$ cat src/rtl/xrs_pkg.sv
package xrs_pkg;

    typedef enum logic [2:0] {
        S_IDLE_RESET   = 3'd0,
        S_WAIT_LANES   = 3'd1,
        S_AM_REQ       = 3'd2,
        S_AM_WAIT_DROP = 3'd3,
        S_READY        = 3'd4
    } seq_state_e;

endpackage

$ cat src/rtl/xrs_rst_sync.sv
// Reset synchroniser: asserts asynchronously, releases after STAGES clock edges.
module xrs_rst_sync #(
    parameter int STAGES = 2
) (
    input  logic clk,
    input  logic req_async,
    output logic rst_sync
);
    logic [STAGES-1:0] chain_q;

    always_ff @(posedge clk or posedge req_async) begin
        if (req_async) begin
            chain_q <= '1;
        end else begin
            chain_q <= {chain_q[STAGES-2:0], 1'b0};
        end
    end

    assign rst_sync = chain_q[STAGES-1];
endmodule

$ cat src/rtl/xrs_bit_sync.sv
// Plain multi-stage level synchroniser for quasi-static inputs.
module xrs_bit_sync #(
    parameter int WIDTH  = 1,
    parameter int STAGES = 2
) (
    input  logic             clk,
    input  logic [WIDTH-1:0] d,
    output logic [WIDTH-1:0] q
);
    logic [WIDTH-1:0] stg_q [STAGES];

    always_ff @(posedge clk) begin
        stg_q[0] <= d;
    end

    for (genvar s = 1; s < STAGES; s++) begin : g_stage
        always_ff @(posedge clk) begin
            stg_q[s] <= stg_q[s-1];
        end
    end

    assign q = stg_q[STAGES-1];
endmodule

$ cat src/rtl/xrs_path_seq.sv
// One direction's bring-up sequencer. The marker stage exists only when HAS_AM is set.
module xrs_path_seq
    import xrs_pkg::*;
#(
    parameter int LANES  = 4,
    parameter bit HAS_AM = 1'b1
) (
    input  logic             clk,
    input  logic             rst_s,
    input  logic [LANES-1:0] lane_done,
    input  logic             lock_ok,
    input  logic             fec_en,
    input  logic             am_ack_s,
    output logic             rst_ack,
    output logic             ready,
    output logic             am_start
);
    seq_state_e       state_q;
    seq_state_e       state_d;
    logic [LANES-1:0] done_q;
    logic             all_done;
    logic             use_am;

    // Lane done history, cleared by reset.
    always_ff @(posedge clk or posedge rst_s) begin
        if (rst_s) begin
            done_q <= '0;
        end else begin
            done_q <= done_q | lane_done;
        end
    end

    assign all_done = &done_q;

    if (HAS_AM) begin : g_am
        assign use_am = fec_en;
    end else begin : g_no_am
        assign use_am = 1'b0;
    end

    // Acknowledge follows the synchronised reset one edge later.
    always_ff @(posedge clk) begin
        rst_ack <= rst_s;
    end

    // State register.
    always_ff @(posedge clk or posedge rst_s) begin
        if (rst_s) begin
            state_q <= S_IDLE_RESET;
        end else begin
            state_q <= state_d;
        end
    end

    // Transitions.
    always_comb begin
        state_d = state_q;
        unique case (state_q)
            S_IDLE_RESET: begin
                state_d = S_WAIT_LANES;
            end
            S_WAIT_LANES: begin
                if (all_done && lock_ok) begin
                    state_d = use_am ? S_AM_REQ : S_READY;
                end
            end
            S_AM_REQ: begin
                if (am_ack_s) begin
                    state_d = S_AM_WAIT_DROP;
                end
            end
            S_AM_WAIT_DROP: begin
                if (!am_ack_s) begin
                    state_d = S_READY;
                end
            end
            S_READY: begin
                if (!lock_ok) begin
                    state_d = S_WAIT_LANES;
                end
            end
            default: begin
                state_d = S_IDLE_RESET;
            end
        endcase
    end

    // Outputs.
    always_comb begin
        ready    = 1'b0;
        am_start = 1'b0;
        unique case (state_q)
            S_READY:  ready    = 1'b1;
            S_AM_REQ: am_start = 1'b1;
            default: ;
        endcase
    end
endmodule

$ cat src/rtl/xrs_xcvr_rst_seq.sv
module xrs_xcvr_rst_seq #(
    parameter int LANES       = 4,
    parameter int SYNC_STAGES = 2
) (
    input  logic             clk,
    input  logic             tx_rst_req,
    input  logic             rx_rst_req,
    input  logic             fec_en,
    input  logic [LANES-1:0] tx_lane_done,
    input  logic [LANES-1:0] rx_lane_done,
    input  logic [LANES-1:0] rx_cdr_lock,
    input  logic             am_sent_ack,
    output logic             tx_rst_ack,
    output logic             rx_rst_ack,
    output logic             tx_ready,
    output logic             rx_ready,
    output logic             am_start
);
    logic             tx_rst_s;
    logic             rx_rst_s;
    logic [LANES-1:0] lock_s;
    logic             am_ack_s;
    logic             tx_am;
    logic             rx_am;

    xrs_rst_sync #(.STAGES(SYNC_STAGES)) u_tx_rst_sync (
        .clk       (clk),
        .req_async (tx_rst_req),
        .rst_sync  (tx_rst_s)
    );

    xrs_rst_sync #(.STAGES(SYNC_STAGES)) u_rx_rst_sync (
        .clk       (clk),
        .req_async (rx_rst_req),
        .rst_sync  (rx_rst_s)
    );

    xrs_bit_sync #(.WIDTH(LANES), .STAGES(SYNC_STAGES)) u_lock_sync (
        .clk (clk),
        .d   (rx_cdr_lock),
        .q   (lock_s)
    );

    xrs_bit_sync #(.WIDTH(1), .STAGES(SYNC_STAGES)) u_ack_sync (
        .clk (clk),
        .d   (am_sent_ack),
        .q   (am_ack_s)
    );

    xrs_path_seq #(.LANES(LANES), .HAS_AM(1'b1)) u_tx_seq (
        .clk       (clk),
        .rst_s     (tx_rst_s),
        .lane_done (tx_lane_done),
        .lock_ok   (1'b1),
        .fec_en    (fec_en),
        .am_ack_s  (am_ack_s),
        .rst_ack   (tx_rst_ack),
        .ready     (tx_ready),
        .am_start  (tx_am)
    );

    xrs_path_seq #(.LANES(LANES), .HAS_AM(1'b0)) u_rx_seq (
        .clk       (clk),
        .rst_s     (rx_rst_s),
        .lane_done (rx_lane_done),
        .lock_ok   (&lock_s),
        .fec_en    (1'b0),
        .am_ack_s  (1'b0),
        .rst_ack   (rx_rst_ack),
        .ready     (rx_ready),
        .am_start  (rx_am)
    );

    // The receive instance has its marker stage generated away, so rx_am is constant low.
    assign am_start = tx_am | rx_am;
endmodule

$ cat config.mk
export PLATFORM = sky130hd
export DESIGN_NAME = xrs_xcvr_rst_seq
export DESIGN_NICKNAME = d
export VERILOG_FILES = /design/src/rtl/xrs_pkg.sv /design/src/rtl/xrs_rst_sync.sv /design/src/rtl/xrs_bit_sync.sv /design/src/rtl/xrs_path_seq.sv /design/src/rtl/xrs_xcvr_rst_seq.sv
export SDC_FILE = /design/constraint.sdc
export NUM_CORES = 1
export LEC_CHECK = 0
export BUFFER_PORTS_ARGS = -buffer_cell sky130_fd_sc_hd__buf_4
export CORE_ASPECT_RATIO = 0.75
export CORE_MARGIN = 10
export CORE_UTILIZATION = 44
export DETAILED_ROUTE_END_ITERATION = 7
export PLACE_DENSITY = 0.72
export SYNTH_ARGS = -nofsm -noshare
export SYNTH_HDL_FRONTEND = slang
export SYNTH_SLANG_ARGS = --single-unit
$ cat constraint.sdc
create_clock -name clk -period 0.8 [get_ports clk]
set_input_delay 0.04 -clock clk [delete_from_list [all_inputs] [get_ports clk]]
set_output_delay 0.04 -clock clk [all_outputs]
set_load 0.05 [all_outputs]
==> impl_metrics.sql <==
INSERT INTO impl_metrics (metric_group, metric, value, unit) VALUES
('status', 'run_status', 'finished, violations left', ''),
('status', 'violated_checks', 'negative setup slack', ''),
('synthesis', 'synth-warning-count', '0', ''),
('route', 'vias_per_cell', '4.571', ''),
('critical_path', 'top_family_by_delay_on_critical_path', 'flip-flops', ''),
('cts', 'cts_buffer_depth', '2', ''),
('floorplan', 'initial_core_util', '0.4547', ''),
('placed_design', 'dp_hpwl', '1.233', 'mm'),
('cts', 'tritoncts_buffers', '5', ''),
('pwr', 'p_leak', '0.6372', 'nW'),
('sta', 'setup-tns-final', '-2.192', 'ns'),
('critical_path', 'critPathArrivalTime', '1.25', 'ns'),
('grt', 'grt_max_degree', '11', ''),
('cts', 'cts_sinks', '29', ''),
('cts', 'cts_tree', 'yes', ''),
('cts', 'clock-root-buffer', 'clkbuf_4', ''),
('sta', 'finClkSkew', '0.006015', 'ns'),
('grt', 'grt_first_pass_wirelength', '3.056', 'mm'),
('cells_and_area', 'diodes', '0', ''),
('sta', 'max_freq', '0.7724', 'GHz'),
('critical_path', 'worst_path_most_repeated_cell', 'buf_6', ''),
('floorplan', 'die_width', '72.00', 'µm'),
('critical_path', 'regToRegStartpoint', 'u_tx_seq.state_q[1]', ''),
('pwr', 'cellPowerDensity', '2587', 'nW/µm²'),
('sta', 'min_period', '1.295', 'ns'),
('sta', 'final-max-slew-violation-count', '0', ''),
('route', 'drt_iter0_markers', '15', ''),
('critical_path', 'ff2ff_setup_slack', '-0.26', 'ns'),
('cells_and_area', 'post_layout_nonfiller_instances', '140', ''),
('cts', 'clock_insertion_delay_worst_skew', '0.31', 'ns'),
('sta', 'setup_repair_after_global_routing_missed_its_margin', 'true', ''),
('synthesis', 'syn_area', '892.1', 'µm²'),
('critical_path', 'crit_path_cell_trace', 'buf_6 > nor3b_4 > buf_6', ''),
('critical_path', 'r2r_cells', '3', ''),
('synthesis', 'post_synth_inst_count', '65', ''),
('critical_path', 'criticalPathCategory', 'flop to output port', ''),
('route', 'routed_wl', '1.776', 'mm'),
('worst_hold_path', 'worstHoldPathType', 'flop to asynchronous set/reset pin', ''),
('critical_path', 'worst-path-buf-inv', '2', ''),
('cells_and_area', 'layout.nets', '132', ''),
('cts', 'h_tree_levels', '2', ''),
('critical_path', 'worst_path_largest_cell_delay', '0.41', 'ns'),
('route', 'drtPass1Iterations', '4', ''),
('route', 'drc', '0', ''),
('critical_path', 'worst_ep_required_time', '0.76', 'ns'),
('run', 'cap_violations', '0', ''),
('route', 'wl_cell', '12.69', 'µm'),
('synthesis', 'synth-seq-area-share', '0.7518', ''),
('cells_and_area', 'area.growth.synth_to_final', '62.27', '%'),
('critical_path', 'cp_slowest_cell', 'dfrtp_1', ''),
('floorplan', 'core', '1962', 'µm²'),
('sta', 'layout_setup_ws', '-0.4946', 'ns'),
('pwr', 'vdd.ir_drop.worst', '2283', 'µV'),
('critical_path', 'crit_path_start_kind', 'flop', ''),
('cells_and_area', 'final_layout_size_suffix_gt1_frac', '0.4914', ''),
('sta', 'final-hold-violation-count', '0', ''),
('placed_design', 'dpl.cell_count', '113', ''),
('grt', 'grt_antenna_before_repair', '0', ''),
('cells_and_area', 'fillers', '137', ''),
('synthesis', 'synth-seq-cells', '29', ''),
('grt', 'first_global_vias', '737', ''),
('floorplan', 'fp.dieH', '59.00', 'µm'),
('route', 'via_count_of_the_routed_design', '640', ''),
('placed_design', 'pre_cts_ws', '-0.2172', 'ns'),
('placed_design', 'gpl.final_weighted_congestion', '0.6580', ''),
('cts', 'clk_pin_slew_worst_paths', '0.09', 'ns'),
('sta', 'total_setup_violations_reported_at_the_end_of_the_flow', '10', ''),
('grt', 'grt-ovfl-total', '0', ''),
('critical_path', 'path_max_fanout', '3', ''),
('placed_design', 'number_of_i_o_port_buffers', '21', ''),
('synthesis', 'post_synth_num_cell_types', '21', ''),
('synthesis', 'synthesis.area_per_instance', '13.72', 'µm²'),
('critical_path', 'reg_to_reg_endpoint', 'u_tx_seq.state_q[2]', ''),
('floorplan', 'num_rows', '14', ''),
('route', 'postRouteAntennaNets', '0', ''),
('floorplan', 'design.portCount', '22', ''),
('sta', 'holdWs', '0.1698', 'ns'),
('critical_path', 'crit_path_end_kind', 'output port', ''),
('floorplan', 'die_area', '4247', 'µm²'),
('grt', 'gr-usage-all-layers', '0.09345', ''),
('sta', 'final_min_period_over_clock_period', '1.618', '');
## through the flow
stage                       util  power [W]  instance area [µm²]
after floorplan                -   0.002134                918.4
after global placement    0.5714   0.002353                 1121
after detailed placement  0.5714   0.002380                 1121
after CTS                 0.7219   0.003710                 1416
after global routing      0.7379   0.003938                 1448
final                     0.7379   0.003745                 1448
## routing by layer
metal / global-route usage / part of all wire
met5: 0 / 0
met3: 0.05193 / 0.066
met4: 0.06336 / 0.022
met1: 0.09412 / 0.41
met2: 0.1470 / 0.50
## synthesized netlist by cell type
master,instances,share of area
o31ai_1,1,0.0084
conb_1,1,0.0042
and2_2,1,0.0084
nand3_2,1,0.011
o21a_1,1,0.0084
a31oi_1,1,0.0070
dfstp_2,4,0.12
dfxtp_1,12,0.27
inv_1,6,0.025
o31ai_2,1,0.014
and2_1,1,0.0070
nor3b_1,1,0.0084
a21oi_1,2,0.011
or2_2,8,0.056
o21ai_0,2,0.011
dfrtp_1,13,0.36
nand2_1,2,0.0084
nor2b_1,2,0.014
and4_1,2,0.020
nand4_1,2,0.014
and4b_1,1,0.011
## power breakdown
part	leakage, nW	switching [W]	internal, W	total (W)
combinational	0.314	0.000383	0.000454	0.000837
sequential	0.274	0.0000973	0.00158	0.00168
clock	0.0488	0.000486	0.000745	0.00123
total	0.637	0.000966	0.00278	0.00374
## cell families after synthesis
logic type             Yosys count  share of synthesized area
DFF                             29                     0.7517
and+or+nand+nor                 21                     0.1585
AOI/OAI and AO/OA                8                    0.06032
buffers and inverters            6                    0.02524
other                            1                   0.004204
## state kept, by name (all words and copies together) (netlist names)
register / flops
u_rx_rst_sync.chain_q: 2
u_rx_seq.state_q: 2
u_tx_seq.state_q: 3
u_lock_sync.stg_q: 8
u_tx_seq.done_q: 4
u_ack_sync.stg_q: 2
u_tx_seq.rst_ack: 1
u_tx_rst_sync.chain_q: 2
u_rx_seq.rst_ack: 1
u_rx_seq.done_q: 4
## cell type report
type	count	area [µm²]	area share
clock buffers	6	51.30	0.03544
clock inverters	2	36.28	0.02506
inverters	6	22.52	0.01556
multi-input cells	31	245.2	0.1694
flip-flops and latches	29	673.1	0.4650
well taps	24	30.03	0.02074
repair buffers	42	389.1	0.2688
## timing repair
| action | CTS | global route |
|---|---|---|
| hold endpoints to repair | 19 | 0 |
| setup buffers | 2 | 1 |
| endpoints found under the setup margin | 13 | 11 |
| hold buffers | 16 | 0 |
| resized for setup | 12 | 7 |
| pin swaps | 1 | 1 |
## placed cells by master, fill, tap and decap left out, drive strengths merged
| cell type | n |
|---|---|
| dfrtp | 13 |
| a31oi | 1 |
| dlygate4sd3 | 16 |
| conb | 2 |
| and4 | 2 |
| or2 | 8 |
| inv | 7 |
| nand3 | 1 |
| buf | 26 |
| nand4 | 2 |
| nand2 | 2 |
| dfstp | 4 |
| bufinv | 1 |
| o21a | 1 |
| and4b | 1 |
| dfxtp | 12 |
| a21oi | 2 |
| clkbuf | 6 |
| o21ai | 2 |
| nor2b | 2 |
| nor3b | 1 |
| and2 | 2 |
| o31ai | 2 |
## worst max-delay path by stage
stage / startpoint / to / depth (start not counted)
global placement: u_tx_seq.state_q[0] / u_tx_seq.state_q[2] / 3
CTS: u_tx_seq.state_q[2] / am_start / 3
detailed placement: u_tx_seq.state_q[0] / u_tx_seq.state_q[2] / 3
finish: u_tx_seq.state_q[1] / tx_ready / 3
global route: u_tx_seq.state_q[1] / tx_ready / 3
floorplan: u_tx_seq.state_q[0] / u_tx_seq.state_q[2] / 3
Power figures use the tool's default switching activity.
